### config.mk
export PLATFORM = sky130hd
export DESIGN_NAME = refsel_ctrl
export DESIGN_NICKNAME = d
export VERILOG_FILES = /design/src/rtl/refsel_pkg.sv /design/src/rtl/refsel_strobe_edge.sv /design/src/rtl/refsel_capture.sv /design/src/rtl/refsel_fsm.sv /design/src/rtl/refsel_ctrl.sv
export SDC_FILE = /design/constraint.sdc
export NUM_CORES = 1
export LEC_CHECK = 0
export BUFFER_PORTS_ARGS = -buffer_cell sky130_fd_sc_hd__buf_2
export CORE_AREA = 4 4 41 43
export DETAILED_ROUTE_END_ITERATION = 8
export DIE_AREA = 0 0 45 47
export GPL_TIMING_DRIVEN = 1
export SYNTH_ARGS = -nofsm -noshare
export SYNTH_HDL_FRONTEND = slang
export SYNTH_SLANG_ARGS = --single-unit
### constraint.sdc
create_clock -name clk -period 1.53 [get_ports clk]
set_input_delay 0.0765 -clock clk [delete_from_list [all_inputs] [get_ports clk]]
set_output_delay 0.0765 -clock clk [all_outputs]
set_load 0.05 [all_outputs]
### src/rtl/refsel_pkg.sv
package refsel_pkg;

  typedef enum logic [1:0] {
    ST_PRI_NORM = 2'd0,
    ST_PRI_HOLD = 2'd1,
    ST_SEC_NORM = 2'd2,
    ST_SEC_HOLD = 2'd3
  } refsel_state_t;

  // one frame step of the selection machine
  function automatic refsel_state_t refsel_step(input refsel_state_t cur,
                                                input logic pri_lost,
                                                input logic sec_lost,
                                                input logic guard_hi);
    refsel_state_t nxt;
    nxt = cur;
    unique case (cur)
      ST_PRI_NORM: if (pri_lost) nxt = ST_PRI_HOLD;
      ST_PRI_HOLD: begin
        if (!pri_lost && !guard_hi)                nxt = ST_PRI_NORM;
        else if (pri_lost && guard_hi && !sec_lost) nxt = ST_SEC_NORM;
      end
      ST_SEC_NORM: begin
        if (!pri_lost)    nxt = ST_PRI_NORM;
        else if (sec_lost) nxt = ST_SEC_HOLD;
      end
      ST_SEC_HOLD: begin
        if (!pri_lost)     nxt = ST_PRI_NORM;
        else if (!sec_lost) nxt = ST_SEC_NORM;
      end
      default: nxt = ST_PRI_NORM;
    endcase
    return nxt;
  endfunction

  function automatic logic refsel_is_hold(input refsel_state_t st);
    return (st == ST_PRI_HOLD) || (st == ST_SEC_HOLD);
  endfunction

  function automatic logic refsel_is_sec(input refsel_state_t st);
    return (st == ST_SEC_NORM) || (st == ST_SEC_HOLD);
  endfunction

endpackage

### src/rtl/refsel_strobe_edge.sv
module refsel_strobe_edge #(
  parameter int SYNC_STAGES = 2
) (
  input  logic clk,
  input  logic rst_n,
  input  logic strobe_in,
  output logic strobe_rise
);
  localparam int LAST = SYNC_STAGES - 1;

  logic [SYNC_STAGES-1:0] sync_q;
  logic                   prev_q;

  for (genvar i = 0; i < SYNC_STAGES; i++) begin : g_sync
    if (i == 0) begin : g_first
      always_ff @(posedge clk or negedge rst_n)
        if (!rst_n) sync_q[0] <= 1'b0;
        else        sync_q[0] <= strobe_in;
    end else begin : g_next
      always_ff @(posedge clk or negedge rst_n)
        if (!rst_n) sync_q[i] <= 1'b0;
        else        sync_q[i] <= sync_q[i-1];
    end
  end

  always_ff @(posedge clk or negedge rst_n)
    if (!rst_n) prev_q <= 1'b0;
    else        prev_q <= sync_q[LAST];

  assign strobe_rise = sync_q[LAST] & ~prev_q;

endmodule

### src/rtl/refsel_capture.sv
module refsel_capture (
  input  logic clk,
  input  logic rst_n,
  input  logic take,
  input  logic pri_in,
  input  logic sec_in,
  input  logic guard_in,
  output logic cap_valid,
  output logic cap_pri,
  output logic cap_sec,
  output logic cap_guard
);
  always_ff @(posedge clk or negedge rst_n) begin
    if (!rst_n) begin
      cap_valid <= 1'b0;
      cap_pri   <= 1'b0;
      cap_sec   <= 1'b0;
      cap_guard <= 1'b0;
    end else begin
      cap_valid <= take;
      if (take) begin
        cap_pri   <= pri_in;
        cap_sec   <= sec_in;
        cap_guard <= guard_in;
      end
    end
  end
endmodule

### src/rtl/refsel_fsm.sv
module refsel_fsm
  import refsel_pkg::*;
(
  input  logic clk,
  input  logic rst_n,
  input  logic step,
  input  logic pri_lost,
  input  logic sec_lost,
  input  logic guard_hi,
  output logic ref_sel,
  output logic holdover
);
  refsel_state_t state_q;

  always_ff @(posedge clk or negedge rst_n)
    if (!rst_n)    state_q <= ST_PRI_NORM;
    else if (step) state_q <= refsel_step(state_q, pri_lost, sec_lost, guard_hi);

  assign ref_sel  = refsel_is_sec(state_q);
  assign holdover = refsel_is_hold(state_q);
endmodule

### src/rtl/refsel_ctrl.sv
module refsel_ctrl #(
  parameter int SYNC_STAGES = 2
) (
  input  logic clk,
  input  logic rst_n,
  input  logic frame_strobe,
  input  logic pri_loss,
  input  logic sec_loss,
  input  logic guard_in,
  output logic ref_sel,
  output logic holdover,
  output logic guard_out
);
  logic strobe_rise;
  logic cap_valid;
  logic cap_pri;
  logic cap_sec;
  logic cap_guard;

  refsel_strobe_edge #(.SYNC_STAGES(SYNC_STAGES)) u_edge (
    .clk        (clk),
    .rst_n      (rst_n),
    .strobe_in  (frame_strobe),
    .strobe_rise(strobe_rise)
  );

  refsel_capture u_cap (
    .clk      (clk),
    .rst_n    (rst_n),
    .take     (strobe_rise),
    .pri_in   (pri_loss),
    .sec_in   (sec_loss),
    .guard_in (guard_in),
    .cap_valid(cap_valid),
    .cap_pri  (cap_pri),
    .cap_sec  (cap_sec),
    .cap_guard(cap_guard)
  );

  refsel_fsm u_fsm (
    .clk     (clk),
    .rst_n   (rst_n),
    .step    (cap_valid),
    .pri_lost(cap_pri),
    .sec_lost(cap_sec),
    .guard_hi(cap_guard),
    .ref_sel (ref_sel),
    .holdover(holdover)
  );

  assign guard_out = cap_pri;
endmodule

==> metrics.md, run 1 <==
| Metric | Value |
|---|---|
| CTS Buf Count | `3` |
| Synth top area cells | `dfrtp_1 66%, nand2b_1 3.7%, mux2_2 3.3%` |
| Drt total wl | `582 um` |
| Status | `completed` |
| Synth area leader | `dfrtp_1` |
| Peak supply drop | `482.5 uV` |
| Req. time, crit path | `1.67 ns` |
| Final Max Tran Viols | `0` |
| Io pins | `9` |
| Via count | `227` |
| Final std cell area, no fill | `437.9 um2` |
| Syn nets | `34` |
| Leading cell types in the layout, fill and taps excluded | `9 x dfrtp_1, 8 x buf_2, 3 x clkbuf_4` |
| RSZ-0062 raised after global routing | `no` |
| # fillers | `145` |
| Clock latency on the worst-skew pair | `0.26 ns` |
| Endpoints failing hold | `0` |
| Via density | `4.127` |
| Vias in the first global route | `234` |
| Root Driver | `clkbuf_4` |
| Register area share after synthesis | `66.18%` |
| Slew HR | `83.43%` |
| Pwr/cell area | `1572 mW/mm2` |
| # nets final | `47` |
| Placed Area | `391.6 um2` |
| Worst Path Max Fanout | `6` |
| Max_cap viols | `0` |
| Yosys Warn Count | `0` |
| Synth-to-Final Area Change | `28.68%` |
| I/O Buffers | `8` |
| CTS tree | `yes` |
| Fin cells | `55` |
| Fin crit share | `72.64%` |
| Static Leak | `0.2155 nW` |
| Global-route wire length before repair | `966 um` |
| Htree depth | `1` |
| All-Layer GR Usage | `7.040%` |
| CP arrival | `1.25 ns` |
| Startpoint types | `flop` |
| ANT nets after route | `0` |
| HPWL after detailed placement | `429.4 um` |
| Synth Cell Area | `340.3 um2` |
| Mean post-synth cell area | `12.15 um2` |
| Worst Tran Pin Value | `0.2503 ns` |
| DR iter-0 viols | `2` |
| Starting Density | `26.15%` |
| Synth Instances | `28` |
| Top cell type's share of synthesized area | `66.18%` |
| Antenna diode count | `0` |
| Yosys cell types | `14` |
| Number of core rows | `13` |
| RD Place Congestion | `0.6825` |
| Final worst path period need | `1.111 ns` |
| Clock slew at reported path FFs | `0.06 ns` |
| Worst clock skew | `0.007745 ns` |
| Wire length per cell | `10.58 um` |
| Detailed-route DRC error count | `0` |
| Total gr overflow | `0` |
| Die W | `45 um` |
| Setup Crit Path Kind | `reg -> reg` |
| Core area | `0.001301 mm2` |
| 1st-pass router iterations | `4` |
| Clock Tree Buf Depth | `2` |
| Initial antenna violation count | `0` |
| Worst hold slack | `0.02061 ns` |
| Largest net degree at the start of global routing | `10` |
| Worst setup EP type | `flop` |
| Most common cell after layout, fill and taps aside | `dfrtp_1` |
| Yosys reg bits | `9` |
| Final setup TNS | `0 ns` |
| Die height | `47 um` |
| CTS resizes | `0` |
| Placed Cells | `49` |
| Post-CTS repair timing setup buffer count | `0` |
| Highest Clock Rate | `899.8 MHz` |
| Share of layout cells above drive strength 1 | `32.50%` |
| # setup viols final | `0` |
| Die area | `0.002115 mm2` |
| Class of the worst hold path | `in -> reg` |
| Clock sink count | `9` |
==> repair_timing <==
| action | in CTS | in global routing |
|---|---|---|
| hold buffers | 2 | 0 |
| endpoints found under the hold margin | 10 | 0 |
| endpoints found under the setup margin | 0 | 0 |
==> worst max-delay path, stage by stage (launching register included) <==
cell and delay, ns:
dfrtp_1 0.35, and2b_1 0.29, mux2_2 0.35
==> worst paths after layout <==
kind                                             from                      endpoint  slack (ns)  depth (start not counted)
hold / removal                               sec_loss     u_cap.cap_sec$_DFFE_PN0P_        0.02                          3
max in group asynchronous                       rst_n     u_cap.cap_valid$_DFF_PN0_        1.16                          2
min in group asynchronous                       rst_n  u_fsm.state_q[0]$_DFFE_PN0P_        0.19                          2
hold reg to reg            u_edge.sync_q[0]$_DFF_PN0_    u_edge.sync_q[1]$_DFF_PN0_        0.36                          0
setup / recovery              u_edge.prev_q$_DFF_PN0_   u_cap.cap_guard$_DFFE_PN0P_        0.42                          2
setup reg to reg              u_edge.prev_q$_DFF_PN0_   u_cap.cap_guard$_DFFE_PN0P_        0.42                          2
==> layer usage <==
metal | global-route usage, % | wire [um] | vias up | share of wire, %
li1 | - | - | 119 | -
met1 | 8.255 | 288 | 100 | 49
met2 | 8.475 | 236 | 8 | 41
met3 | 5.364 | 56 | 0 | 9.6
met4 | 5.263 | 0 | 0 | 0
met5 | 0 | 0 | - | 0
==> cell families (layout without fill, tap and decap cells) <==
| family | after synthesis | in the layout | share of synthesized area (%) |
|---|---|---|---|
| muxes | 1 | 1 | 3.309 |
| buffers and inverters | 4 | 16 | 4.413 |
| and+or+nand+nor | 7 | 7 | 12.50 |
| AOI/OAI and AO/OA | 7 | 7 | 13.60 |
| DFF | 9 | 9 | 66.18 |
==> per-stage QoR <==
step	power, W	worst slack [ns]	utilization, %
after global routing	0.0007324	0.3920	33.65
final	0.0006886	0.4186	33.65
after floorplan	0.0004726	0.2583	-
after detailed placement	0.0005139	0.4348	30.10
after CTS	0.0007015	0.4259	33.65
after global placement	0.0005087	0.4378	30.10
==> sequential cells by signal, indices dropped and copies added (netlist names) <==
signal and cells:
u_cap.cap_guard 1, u_cap.cap_pri 1, u_cap.cap_sec 1, u_cap.cap_valid 1, u_edge.prev_q 1, u_edge.sync_q 2
u_fsm.state_q 2
==> synthesized netlist by cell type <==
cell type	n
a21boi_1	1
a21oi_1	2
nand2b_1	2
and2b_1	1
and3_1	1
o21ai_0	2
a41oi_1	1
inv_1	2
dfrtp_1	9
or3b_1	1
clkbuf_1	2
nand2_1	2
a211o_2	1
mux2_2	1
==> report_power, final <==
part	total, W	switching [W]	internal [W]
Combinational	0.000201	0.000131	0.0000698
Clock	0.000177	0.0000771	0.000100
Sequential	0.000311	0.0000351	0.000276
Total	0.000689	0.000243	0.000446
==> layout make-up <==
type | instances | area, um2 | area share, %
flip-flops and latches | 9 | 225.2 | 51.43
multi-input cells | 15 | 100.1 | 22.86
repair buffers | 10 | 60.06 | 13.71
clock buffers | 4 | 26.28 | 6.000
well taps | 15 | 18.77 | 4.286
inverters | 2 | 7.507 | 1.714
No activity file was read; power rests on OpenSTA's default activity.
==> run 2, diff against run 1 <==
Clock period 1.53 ns to 1.03 ns, I/O delays scaled along.
==> run 2 against run 1 <==
Against the previous run: the run now ends with negative setup slack left; utilization grew 5.0 points; wire length is 11% higher; critical path depth increased by 1; total power up 62%; fmax increased by 6.5%; register-to-register slack worse by 0.43 ns; cell count up 9.1%; setup slack worse by 0.43 ns; first-iteration DRC count decreased by 50%; global-route usage grew 1.8 points; flip-flop and latch count unchanged; die area did not move; critical path type unchanged; largest cell class unchanged; largest power group unchanged.
==> metrics.md, run 2 (synthesized netlist as in run 1, its figures left out) <==
| Metric | Value |
|---|---|
| All-Layer GR Usage | `8.866%` |
| Io pins | `9` |
| Drt total wl | `644 um` |
| Pwr/cell area | `2214 mW/mm2` |
| Startpoint types | `flop` |
| Reg power frac | `40.4%` |
| Clock power frac | `24.4%` |
| RR Startpoint | `u_cap.cap_pri$_DFFE_PN0P_` |
| Worst Path Max Fanout | `3` |
| Post-CTS repair timing setup buffer count | `0` |
| Slew HR | `86.25%` |
| Clock sink count | `9` |
| Clock latency on the worst-skew pair | `0.26 ns` |
| Final worst path period need | `1.044 ns` |
| Combinational power share | `35.2%` |
| Final Max Tran Viols | `0` |
| I/O Buffers | `8` |
| Largest net degree at the start of global routing | `10` |
| # setup viols final | `1` |
| Switching part of the total | `34.13%` |
| Class of the worst hold path | `in -> reg` |
| Max_cap viols | `0` |
| Htree depth | `1` |
| Flop-to-flop setup slack | `-0.01 ns` |
| Die W | `45 um` |
| Global-route wire length before repair | `1228 um` |
| Starting Density | `26.15%` |
| Via count | `261` |
| Req. time, crit path | `1.23 ns` |
| Root Driver | `clkbuf_4` |
| Hold path cells | `3` |
| Leading cell types in the layout, fill and taps excluded | `8 x dfrtp_1, 5 x buf_2, 4 x clkbuf_4, 4 x buf_4, 3 x dlygate4sd3_1` |
| Final worst slack | `-0.01388 ns` |
| Setup Crit Path Kind | `reg -> reg` |
| Static Leak | `0.2468 nW` |
| 1st-pass router iterations | `4` |
| Synth-to-Final Area Change | `47.79%` |
| Fin cells | `60` |
| # nets final | `52` |
| Endpoints failing hold | `0` |
| CTS tree | `yes` |
| Worst clock skew | `0.0003361 ns` |
| Failing checks | `negative setup slack` |
| HPWL after detailed placement | `466.1 um` |
| RD Place Congestion | `0.6884` |
| CP arrival | `1.25 ns` |
| Final Util | `38.65%` |
| RSZ-0062 raised after global routing | `yes` |
| WHS Endpoint | `u_cap.cap_pri$_DFFE_PN0P_` |
| Net Sw Power | `0.0003801 W` |
| DR iter-0 viols | `1` |
| Most common cell after layout, fill and taps aside | `dfrtp_1` |
| Highest Clock Rate | `958.0 MHz` |
| Total gr overflow | `0` |
| Die area | `0.002115 mm2` |
| CTS Buf Count | `3` |
| Wire length per cell | `10.73 um` |
| Reg2reg end | `u_fsm.state_q[0]$_DFFE_PN0P_` |
| Initial antenna violation count | `0` |
| Worst Tran Pin Value | `0.2063 ns` |
| Worst setup EP type | `flop` |
| Hold Path Origin | `pri_loss` |
| Die height | `47 um` |
| Antenna diode count | `0` |
| Status | `finished with violations` |
| Clock slew at reported path FFs | `0.06 ns` |
| Post-layout power | `0.001114 W` |
| Top flop regs | `u_edge.sync_q (2), u_fsm.state_q (2)` |
| Detailed-route DRC error count | `0` |
| Clock Tree Buf Depth | `2` |
| Fin crit share | `101.3%` |
| Pre-CTS setup slack | `-0.009835 ns` |
| Peak supply drop | `1073 uV` |
| Final setup TNS | `-0.01388 ns` |
| Placed Cells | `53` |
| ANT nets after route | `0` |
| P_int | `0.0007336 W` |
| Core area | `0.001301 mm2` |
| Number of core rows | `13` |
| Via density | `4.350` |
| Reg2Reg Depth | `3` |
| Vias in the first global route | `308` |
| Share of layout cells above drive strength 1 | `42.22%` |
[run 2: routing by layer]
metal / global-route usage [%] / up-vias / wire length (um)
met5: 0 / - / 0
met4: 8.772 / 0 / 14
met3: 3.448 / 2 / 52
met2: 12.71 / 11 / 269
met1: 9.859 / 119 / 308
li1: - / 129 / -
[run 2: power by group through the flow]
stage	Sequential (W)	Combinational (W)	Clock [W]
floorplan	0.000472	0.000232	0
global placement	0.000459	0.000338	0
detailed placement	0.000460	0.000341	0
CTS	0.000452	0.000367	0.000292
global route	0.000462	0.000423	0.000313
finish	0.000450	0.000393	0.000272
[run 2: worst max-delay path by stage]
stage                                       startpoint                           end  slack (ns)  depth (start not counted)
after floorplan              u_cap.cap_pri$_DFFE_PN0P_  u_fsm.state_q[0]$_DFFE_PN0P_       -0.14                          3
after global placement    u_fsm.state_q[1]$_DFFE_PN0P_  u_fsm.state_q[0]$_DFFE_PN0P_       -0.01                          3
after detailed placement     u_cap.cap_pri$_DFFE_PN0P_  u_fsm.state_q[0]$_DFFE_PN0P_       -0.01                          3
after CTS                    u_cap.cap_pri$_DFFE_PN0P_  u_fsm.state_q[0]$_DFFE_PN0P_       -0.01                          3
after global routing         u_cap.cap_pri$_DFFE_PN0P_  u_fsm.state_q[0]$_DFFE_PN0P_       -0.08                          3
final                        u_cap.cap_pri$_DFFE_PN0P_  u_fsm.state_q[0]$_DFFE_PN0P_       -0.01                          3
[run 2: worst max-delay path, cell delays in order (launching register included)]
cell,delay (ns)
dfrtp_2,0.40
or3b_1,0.35
a21boi_1,0.13
a211o_2,0.11
[run 2: layout make-up]
cell class / instances / area (um2)
fillers: 138 / 798.3
flip-flops and latches: 9 / 226.5
repair buffers: 15 / 118.9
multi-input cells: 15 / 105.1
clock buffers: 4 / 26.28
well taps: 15 / 18.77
inverters: 2 / 7.507
[run 2: repair_timing]
item,4_1_cts,5_1_grt
setup endpoints to repair,3,6
pin swaps,1,0
gates cloned,0,0
endpoints found under the hold margin,11,0
hold buffers,3,0
resized for setup,3,5
[run 2: per-stage QoR]
| step | hold slack (ns) | instance area, um2 |
|---|---|---|
| after global routing | 0.01363 | 503.0 |
| after floorplan | -0.2441 | 342.8 |
| final | 0.01570 | 503.0 |
| after detailed placement | -0.08661 | 424.2 |
| after global placement | -0.08752 | 424.2 |
| after CTS | 0.002692 | 489.2 |
